File: src/rtl/ptp_stamp_pkg.sv
package ptp_stamp_pkg;

  localparam int SEC_W = 48;
  localparam int NS_W  = 32;
  localparam int REC_W = 128;
  localparam int OFF_W = 6;

  localparam logic [7:0]  PRE_BYTE   = 8'h55;
  localparam logic [7:0]  SFD_BYTE   = 8'hD5;
  localparam logic [15:0] TYPE_PTP   = 16'h88F7;
  localparam logic [15:0] TYPE_VLAN  = 16'h8100;
  localparam logic [15:0] TYPE_MPLS  = 16'h8847;
  localparam logic [15:0] TYPE_IP4   = 16'h0800;
  localparam logic [15:0] TYPE_IP6   = 16'h86DD;
  localparam logic [15:0] PORT_EVENT = 16'd319;
  localparam logic [7:0]  PROTO_UDP  = 8'd17;

  typedef enum logic [3:0] {
    W_IDLE, W_MAC, W_ETYPE, W_VLAN, W_MPLS, W_IPVER,
    W_IP4, W_IP6, W_UDP, W_PTP, W_HOLD
  } walk_st_t;

  function automatic logic [OFF_W-1:0] ip4_last_off(input logic [3:0] ihl);
    return {ihl, 2'b00} - OFF_W'(1);
  endfunction

  function automatic logic [REC_W-1:0] pack_rec(
      input logic [SEC_W-1:0] sec, input logic [NS_W-1:0] ns,
      input logic [3:0] mtype, input logic [11:0] csum, input logic [15:0] seq);
    return {16'h0000, sec, ns, mtype, csum, seq};
  endfunction

endpackage

File: src/rtl/ptp_byte_in.sv
module ptp_byte_in
  import ptp_stamp_pkg::*;
(
  input  logic       clk,
  input  logic       rst_n,
  input  logic       mii_mode,
  input  logic       rx_dv,
  input  logic [7:0] rx_d,
  output logic       pb_vld,
  output logic [7:0] pb_data,
  output logic       sfd_pulse,
  output logic       eof_pulse,
  output logic       in_frame
);
  logic       b_vld, dv_q, nib_ph;
  logic [3:0] nib_lo;
  logic [2:0] pre_cnt;

  always_ff @(posedge clk or negedge rst_n) begin
    if (!rst_n) begin
      b_vld <= 1'b0; pb_data <= '0; dv_q <= 1'b0; nib_ph <= 1'b0; nib_lo <= '0;
    end else begin
      dv_q <= rx_dv;
      if (mii_mode) begin
        if (rx_dv && !nib_ph) begin
          nib_lo <= rx_d[3:0]; nib_ph <= 1'b1; b_vld <= 1'b0;
        end else if (rx_dv) begin
          pb_data <= {rx_d[3:0], nib_lo}; nib_ph <= 1'b0; b_vld <= 1'b1;
        end else begin
          nib_ph <= 1'b0; b_vld <= 1'b0;
        end
      end else begin
        b_vld <= rx_dv; pb_data <= rx_d; nib_ph <= 1'b0;
      end
    end
  end

  assign sfd_pulse = b_vld && !in_frame && (pb_data == SFD_BYTE) && (pre_cnt == 3'd7);
  assign eof_pulse = in_frame && !dv_q;
  assign pb_vld    = b_vld && in_frame;

  always_ff @(posedge clk or negedge rst_n) begin
    if (!rst_n) begin
      pre_cnt <= '0; in_frame <= 1'b0;
    end else begin
      if (sfd_pulse)      in_frame <= 1'b1;
      else if (eof_pulse) in_frame <= 1'b0;
      if (!in_frame) begin
        if (b_vld) pre_cnt <= (pb_data == PRE_BYTE) ? ((pre_cnt == 3'd7) ? pre_cnt : pre_cnt + 3'd1) : 3'd0;
        else if (!dv_q) pre_cnt <= '0;
      end
    end
  end
endmodule

File: src/rtl/ptp_hdr_walk.sv
module ptp_hdr_walk
  import ptp_stamp_pkg::*;
(
  input  logic        clk,
  input  logic        rst_n,
  input  logic        sfd_pulse,
  input  logic        eof_pulse,
  input  logic        pb_vld,
  input  logic [7:0]  pb_data,
  output logic        hdr_hit,
  output logic [3:0]  hit_type,
  output logic [11:0] hit_csum,
  output logic [15:0] hit_seq
);
  walk_st_t         st;
  logic [OFF_W-1:0] off;
  logic [7:0]       prev;
  logic [1:0]       vlan_n;
  logic [3:0]       ihl;
  logic             bos;
  logic [15:0]      pair;

  assign pair = {prev, pb_data};

  always_ff @(posedge clk or negedge rst_n) begin
    if (!rst_n) begin
      st <= W_IDLE; off <= '0; prev <= '0; vlan_n <= '0; ihl <= '0; bos <= 1'b0;
      hdr_hit <= 1'b0; hit_type <= '0; hit_csum <= '0; hit_seq <= '0;
    end else begin
      hdr_hit <= 1'b0;
      if (sfd_pulse) begin
        st <= W_MAC; off <= '0; vlan_n <= '0; hit_csum <= '0;
      end else if (eof_pulse) begin
        st <= W_IDLE;
      end else if (pb_vld) begin
        prev <= pb_data;
        off  <= off + OFF_W'(1);
        case (st)
          W_MAC: if (off == 6'd11) begin st <= W_ETYPE; off <= '0; end
          W_ETYPE: if (off == 6'd1) begin
            off <= '0;
            if (pair == TYPE_PTP)       st <= W_PTP;
            else if (pair == TYPE_VLAN) st <= (vlan_n == 2'd2) ? W_HOLD : W_VLAN;
            else if (pair == TYPE_MPLS) st <= W_MPLS;
            else if (pair == TYPE_IP4 || pair == TYPE_IP6) st <= W_IPVER;
            else                        st <= W_HOLD;
          end
          W_VLAN: if (off == 6'd1) begin st <= W_ETYPE; off <= '0; vlan_n <= vlan_n + 2'd1; end
          W_MPLS: begin
            if (off == 6'd2) bos <= pb_data[0];
            if (off == 6'd3) begin off <= '0; if (bos) st <= W_IPVER; end
          end
          W_IPVER: begin
            off <= 6'd1;
            ihl <= pb_data[3:0];
            if (pb_data[7:4] == 4'd4 && pb_data[3:0] >= 4'd5) st <= W_IP4;
            else if (pb_data[7:4] == 4'd6)                    st <= W_IP6;
            else                                              st <= W_HOLD;
          end
          W_IP4:
            if (off == 6'd9 && pb_data != PROTO_UDP) st <= W_HOLD;
            else if (off == ip4_last_off(ihl)) begin st <= W_UDP; off <= '0; end
          W_IP6:
            if (off == 6'd6 && pb_data != PROTO_UDP) st <= W_HOLD;
            else if (off == 6'd39) begin st <= W_UDP; off <= '0; end
          W_UDP:
            if (off == 6'd3 && pair != PORT_EVENT) st <= W_HOLD;
            else if (off == 6'd7) begin hit_csum <= {prev[3:0], pb_data}; st <= W_PTP; off <= '0; end
          W_PTP: begin
            if (off == 6'd0) hit_type <= pb_data[3:0];
            if (off == 6'd31) begin hit_seq <= pair; hdr_hit <= 1'b1; st <= W_HOLD; end
          end
          default: ;
        endcase
      end
    end
  end
endmodule

File: src/rtl/ptp_rec_fifo.sv
module ptp_rec_fifo #(
  parameter int DEPTH = 4,
  parameter int WIDTH = 128
) (
  input  logic             clk,
  input  logic             rst_n,
  input  logic             push,
  input  logic             pop,
  input  logic [WIDTH-1:0] din,
  output logic [WIDTH-1:0] dout,
  output logic             empty,
  output logic             full
);
  localparam int PTR_W = $clog2(DEPTH);
  localparam int CNT_W = PTR_W + 1;

  logic [WIDTH-1:0] mem [DEPTH];
  logic [PTR_W-1:0] wr_ptr, rd_ptr;
  logic [CNT_W-1:0] count;
  logic             do_wr, do_rd;

  assign empty = (count == '0);
  assign full  = (count == CNT_W'(DEPTH));
  assign do_wr = push && !full;
  assign do_rd = pop && !empty;
  assign dout  = mem[rd_ptr];

  always_ff @(posedge clk) begin
    if (do_wr) mem[wr_ptr] <= din;
  end

  always_ff @(posedge clk or negedge rst_n) begin
    if (!rst_n) begin
      wr_ptr <= '0; rd_ptr <= '0; count <= '0;
    end else begin
      if (do_wr) wr_ptr <= wr_ptr + PTR_W'(1);
      if (do_rd) rd_ptr <= rd_ptr + PTR_W'(1);
      case ({do_wr, do_rd})
        2'b10:   count <= count + CNT_W'(1);
        2'b01:   count <= count - CNT_W'(1);
        default: ;
      endcase
    end
  end
endmodule

File: src/rtl/ptp_stamp_parser.sv
module ptp_stamp_parser
  import ptp_stamp_pkg::*;
#(
  parameter int FIFO_DEPTH = 4
) (
  input  logic             clk,
  input  logic             rst_n,
  input  logic             mii_mode,
  input  logic             rx_dv,
  input  logic [7:0]       rx_d,
  input  logic [SEC_W-1:0] tod_sec,
  input  logic [NS_W-1:0]  tod_ns,
  input  logic [15:0]      type_mask,
  input  logic             ovf_clr,
  input  logic             rd_en,
  output logic [REC_W-1:0] q_data,
  output logic             q_empty,
  output logic             ovf_flag
);
  logic             pb_vld, sfd_pulse, eof_pulse, in_frame;
  logic [7:0]       pb_data;
  logic             hdr_hit;
  logic [3:0]       hit_type;
  logic [11:0]      hit_csum;
  logic [15:0]      hit_seq;
  logic [SEC_W-1:0] stamp_sec;
  logic [NS_W-1:0]  stamp_ns;
  logic             push_req, rec_push, rec_drop, q_full;

  ptp_byte_in u_in (
    .clk(clk), .rst_n(rst_n), .mii_mode(mii_mode), .rx_dv(rx_dv), .rx_d(rx_d),
    .pb_vld(pb_vld), .pb_data(pb_data), .sfd_pulse(sfd_pulse),
    .eof_pulse(eof_pulse), .in_frame(in_frame)
  );

  ptp_hdr_walk u_walk (
    .clk(clk), .rst_n(rst_n), .sfd_pulse(sfd_pulse), .eof_pulse(eof_pulse),
    .pb_vld(pb_vld), .pb_data(pb_data), .hdr_hit(hdr_hit),
    .hit_type(hit_type), .hit_csum(hit_csum), .hit_seq(hit_seq)
  );

  always_ff @(posedge clk or negedge rst_n) begin
    if (!rst_n) begin
      stamp_sec <= '0; stamp_ns <= '0;
    end else if (sfd_pulse) begin
      stamp_sec <= tod_sec; stamp_ns <= tod_ns;
    end
  end

  assign push_req = hdr_hit && type_mask[hit_type];
  assign rec_push = push_req && !q_full;
  assign rec_drop = push_req && q_full;

  ptp_rec_fifo #(.DEPTH(FIFO_DEPTH), .WIDTH(REC_W)) u_q (
    .clk(clk), .rst_n(rst_n), .push(rec_push), .pop(rd_en),
    .din(pack_rec(stamp_sec, stamp_ns, hit_type, hit_csum, hit_seq)),
    .dout(q_data), .empty(q_empty), .full(q_full)
  );

  always_ff @(posedge clk or negedge rst_n) begin
    if (!rst_n)        ovf_flag <= 1'b0;
    else if (rec_drop) ovf_flag <= 1'b1;
    else if (ovf_clr)  ovf_flag <= 1'b0;
  end
endmodule

File: config.mk
export PLATFORM = sky130hd
export DESIGN_NAME = ptp_stamp_parser
export DESIGN_NICKNAME = d
export VERILOG_FILES = /design/src/rtl/ptp_stamp_pkg.sv /design/src/rtl/ptp_byte_in.sv /design/src/rtl/ptp_hdr_walk.sv /design/src/rtl/ptp_rec_fifo.sv /design/src/rtl/ptp_stamp_parser.sv
export SDC_FILE = /design/constraint.sdc
export NUM_CORES = 1
export LEC_CHECK = 0
export BUFFER_PORTS_ARGS = -buffer_cell sky130_fd_sc_hd__buf_2
export CORE_ASPECT_RATIO = 2
export CORE_MARGIN = 2
export CORE_UTILIZATION = 35
export CTS_CLUSTER_SIZE = 14
export DETAILED_ROUTE_END_ITERATION = 7
export HOLD_SLACK_MARGIN = 0.08
export PLACE_DENSITY = 0.58
export SLEW_MARGIN = 0
export SYNTH_ARGS = -nofsm -noshare
export SYNTH_HDL_FRONTEND = slang
export SYNTH_HIERARCHICAL = 1
export SYNTH_SLANG_ARGS = --single-unit
File: constraint.sdc
create_clock -name clk -period 5.8 [get_ports clk]
set_input_delay 0.87 -clock clk [delete_from_list [all_inputs] [get_ports clk]]
set_output_delay 0.87 -clock clk [all_outputs]
set_load 0.02 [all_outputs]
==> impl_results.md <==
* Outcome: complete, no violations
* Met3 wire len at a little under 3000 um
* Combinational family with the most area after synthesis: multiplexers
* VDD IR max at approximately 0.26 mV
* Max-cap viol count at 0
* H-tree depth at 2
* Fin. max-slew vios at 0
* RSZ-0062 raised after global routing: false
* Compound-gate portion of the synthesized area at approximately 2.0%
* CP Capture Type: output port
* Final period utilization at between 60% and 70%
* Drt wl/cell at 22.5 um
* Gate Count Post-Synth at 1316
* Crit Path Max Fanout at 46
* Total number of vias at around 13000
* Global placement routability congestion at 0.792
* Row count at between 100 and 150
* Met2 wire length at roughly 33000 um
* Post-route insts no fill at 2622
* Remaining DRCs at 0
* Ys async rst share at 24.4%
* Cell variety after synth at 77
* EDFF count, synth at 512
* R2R Setup Slk at 2.05 ns
* Main area contributors after synthesis: edfxtp_1 58%, dfrtp_1 16%, mux4_2 11%
* Synth Area in Simple Gates at under 10%
* Synth top cells by count: 512 x edfxtp_1, 165 x dfrtp_1, 128 x mux4_2
* Multi-input logic area at around 6500 sq um
* IO buf count at 239
* Post-Syn Area at 26300 sq um
* Nets at 1762
* Gr ovfl total at 0
* All-layer global routing usage at 15.4%
* Combinational share of power at 11.1%
* Register area share after synthesis at between 70 and 80%
* Clock share of power at a little under two fifths
* Hold Crit Class: input pin to asynchronous set/reset pin
* Setup CP Type: register to output port
* Seq pwr share at 51.7%
* Layout filler cell count at 6735
* Post-route ant nets at 0
* Largest net degree at the start of global routing at 119
* Data required, critical path at 4.93 ns
* Sw frac at 24.3%
* Worst slew pin tran at 1.13 ns
* Hold_buf cts at 0
* Reg2Reg Capture Point: u_walk/hit_seq[11]
* First-pass GRT wire length at 88700 um
* Initial antenna violation count at 5
* TritonRoute pass-1 iters at 5
* Ys Warns at 6
* CTS Buffer Depth at 3
* Hold Fails Final Rpt at 0
* Layout Skew at around 0.026 ns
* CP arrival at 2.93 ns
* Core region area at 74600 sq um
* Via density at between 4 and 5
* Final critical-path required period at 3.80 ns
* Post CTS Setup Buffer Count at 0
* Internal at 0.00787 W
* Critical path launch point type: register
* Clk root buf: clkbuf_16
* FF+latch area at 19500 sq um
* Layout area overhead at 16.6%
* Ports at 240
* Leading area contributor after synthesis: edfxtp_1
* Num CTS Buffers at 61
* Later-pin clock latency in the skew report at 0.62 ns
* DP HPWL at 36900 um
* TritonCTS clock tree: yes
* Initial drt markers at 472
* Post-Synth XOR/XNOR Area at less than 1%
* Worst r2r src: u_in/pb_data[3]
* Most common cell in the synthesized netlist: edfxtp_1
* Layout cells sized above 1 at 36.1%
* P_sw at 0.00252 W
* DR top layer: met5
* Met1 Routed Length at 21400 um
* Die W at 198 um
* Final setup vio count at 0
* Synth Area in Adders at 0.694%
* Sink Count at approximately 680
* Initial core utilization at 35.3%
* Cell Pwr Density at 339 nW/um^2
* N_diodes at 0
* Syn Area/Cell at about 20 sq um
* Die H at 392 um
* Die footprint at 77500 sq um
* Number of global-route vias before repair at 14326
* Static Leak at 12.7 nW
* CTS resizes at 0
* Multiplexer share of the synthesized area at 16.7%
* Final TNS setup at 0 ns
* Top cell type's share of synthesized area at 58.4%
* DP Cell Count at around 2500
* Worst Reg-to-Reg Cells at 8
* Top_reg_cell synth: edfxtp_1
* FF+latch count, synth at 677
* Worst-path clk slew at about 0.070 ns
* Routed wire length at 58900 um
* Fmax at 0.263 GHz
* Max-Slew Margin vs Limit at 24.3%
stage by stage:
stage          total power (W)  instance area, sq um  hold slack, ns  setup slack (ns)  util, %
2_1_floorplan          0.00634                 26500           0.456             0.628        -
6_report                0.0104                 30700           0.226              2.00     41.1
5_1_grt                 0.0108                 30700           0.227              1.75     41.1
3_3_place_gp           0.00668                 28800           0.479              2.13     38.6
3_5_place_dp           0.00669                 28800           0.477              2.08     38.6
4_1_cts                 0.0106                 30700           0.202              1.81     41.1
layout by cell type, fill, tap and decap left out, types with 6 or more instances in the layout:
| cell | n |
|---|---|
| dfrtp_1 | 163 |
| xnor2_1 | 10 |
| edfxtp_1 | 512 |
| ha_1 | 13 |
| mux2_2 | 109 |
| a21oi_1 | 15 |
| nor4_1 | 6 |
| clkbuf_16 | 61 |
| buf_2 | 238 |
| nor2_1 | 41 |
| o21ai_0 | 6 |
| nand4_1 | 7 |
| inv_1 | 20 |
| nand2_1 | 51 |
| mux2i_1 | 29 |
| clkbuf_8 | 9 |
| buf_4 | 10 |
| clkinv_2 | 7 |
| mux4_2 | 128 |
| buf_12 | 11 |
| nor3_1 | 9 |
| nand3_1 | 14 |
| conb_1 | 64 |
| nor2b_1 | 10 |
| clkbuf_1 | 23 |
layout make-up:
class	count	area share (%)
clock buffer	92	5.62
clock inverter	19	0.534
inverter	20	0.245
multi-input combinational	618	21.3
sequential	677	63.6
tap	936	3.82
timing repair buffer	260	4.89
per-layer routing:
metal,global-route usage [%],up-vias
met4,5.18,8
met1,16.7,6892
met2,29.2,291
met5,0,-
met3,3.23,109
li1,-,5796
sequential cells by signal, summed over array words and instances (netlist names), 2 cells and up:
signal           flops
stamp_ns            32
stamp_sec           48
u_in/nib_lo          4
u_in/pb_data         8
u_in/pre_cnt         3
u_q/count            3
u_q/mem            512
u_q/rd_ptr           2
u_q/wr_ptr           2
u_walk/hit_csum     12
u_walk/hit_seq      16
u_walk/hit_type      4
u_walk/ihl           4
u_walk/off           6
u_walk/prev          8
u_walk/st            4
u_walk/vlan_n        2
how the worst max path moves through the flow:
stage,startpoint,endpoint,slack (ns),depth (start not counted)
floorplan,type_mask[14],u_q/mem[0][0],0.63,6
global placement,u_in/pb_data[3],u_walk/hit_seq[0],2.13,8
detailed placement,u_in/pb_data[3],u_walk/hit_seq[2],2.08,8
CTS,u_q/rd_ptr[0],q_data[22],1.81,3
global route,u_q/rd_ptr[0],q_data[6],1.75,3
finish,u_q/rd_ptr[0],q_data[16],2.00,3
power groups by stage:
| stage | combinational [W] | clock [W] | sequential (W) |
|---|---|---|---|
| global route | 0.00127 | 0.00418 | 0.00539 |
| finish | 0.00116 | 0.00387 | 0.00537 |
| floorplan | 0.00102 | 0 | 0.00532 |
| global placement | 0.00120 | 0 | 0.00548 |
| detailed placement | 0.00121 | 0 | 0.00548 |
| CTS | 0.00121 | 0.00402 | 0.00538 |
worst max-delay path, cell delays in order (launching register included):
cell and delay, ns:
dfrtp_4 0.98, buf_12 0.42, mux4_2 0.62, buf_2 0.19
cell families after synthesis:
family                   after synthesis
flip-flops                           677
XOR/XNOR                              15
multiplexers                         266
buffers and inverters                 84
other                                  1
AND/OR/NAND/NOR                      191
adder cells (fa/ha/maj)               14
AO/OA/AOI/OAI                         68
No activity file was read; power rests on OpenSTA's default activity.
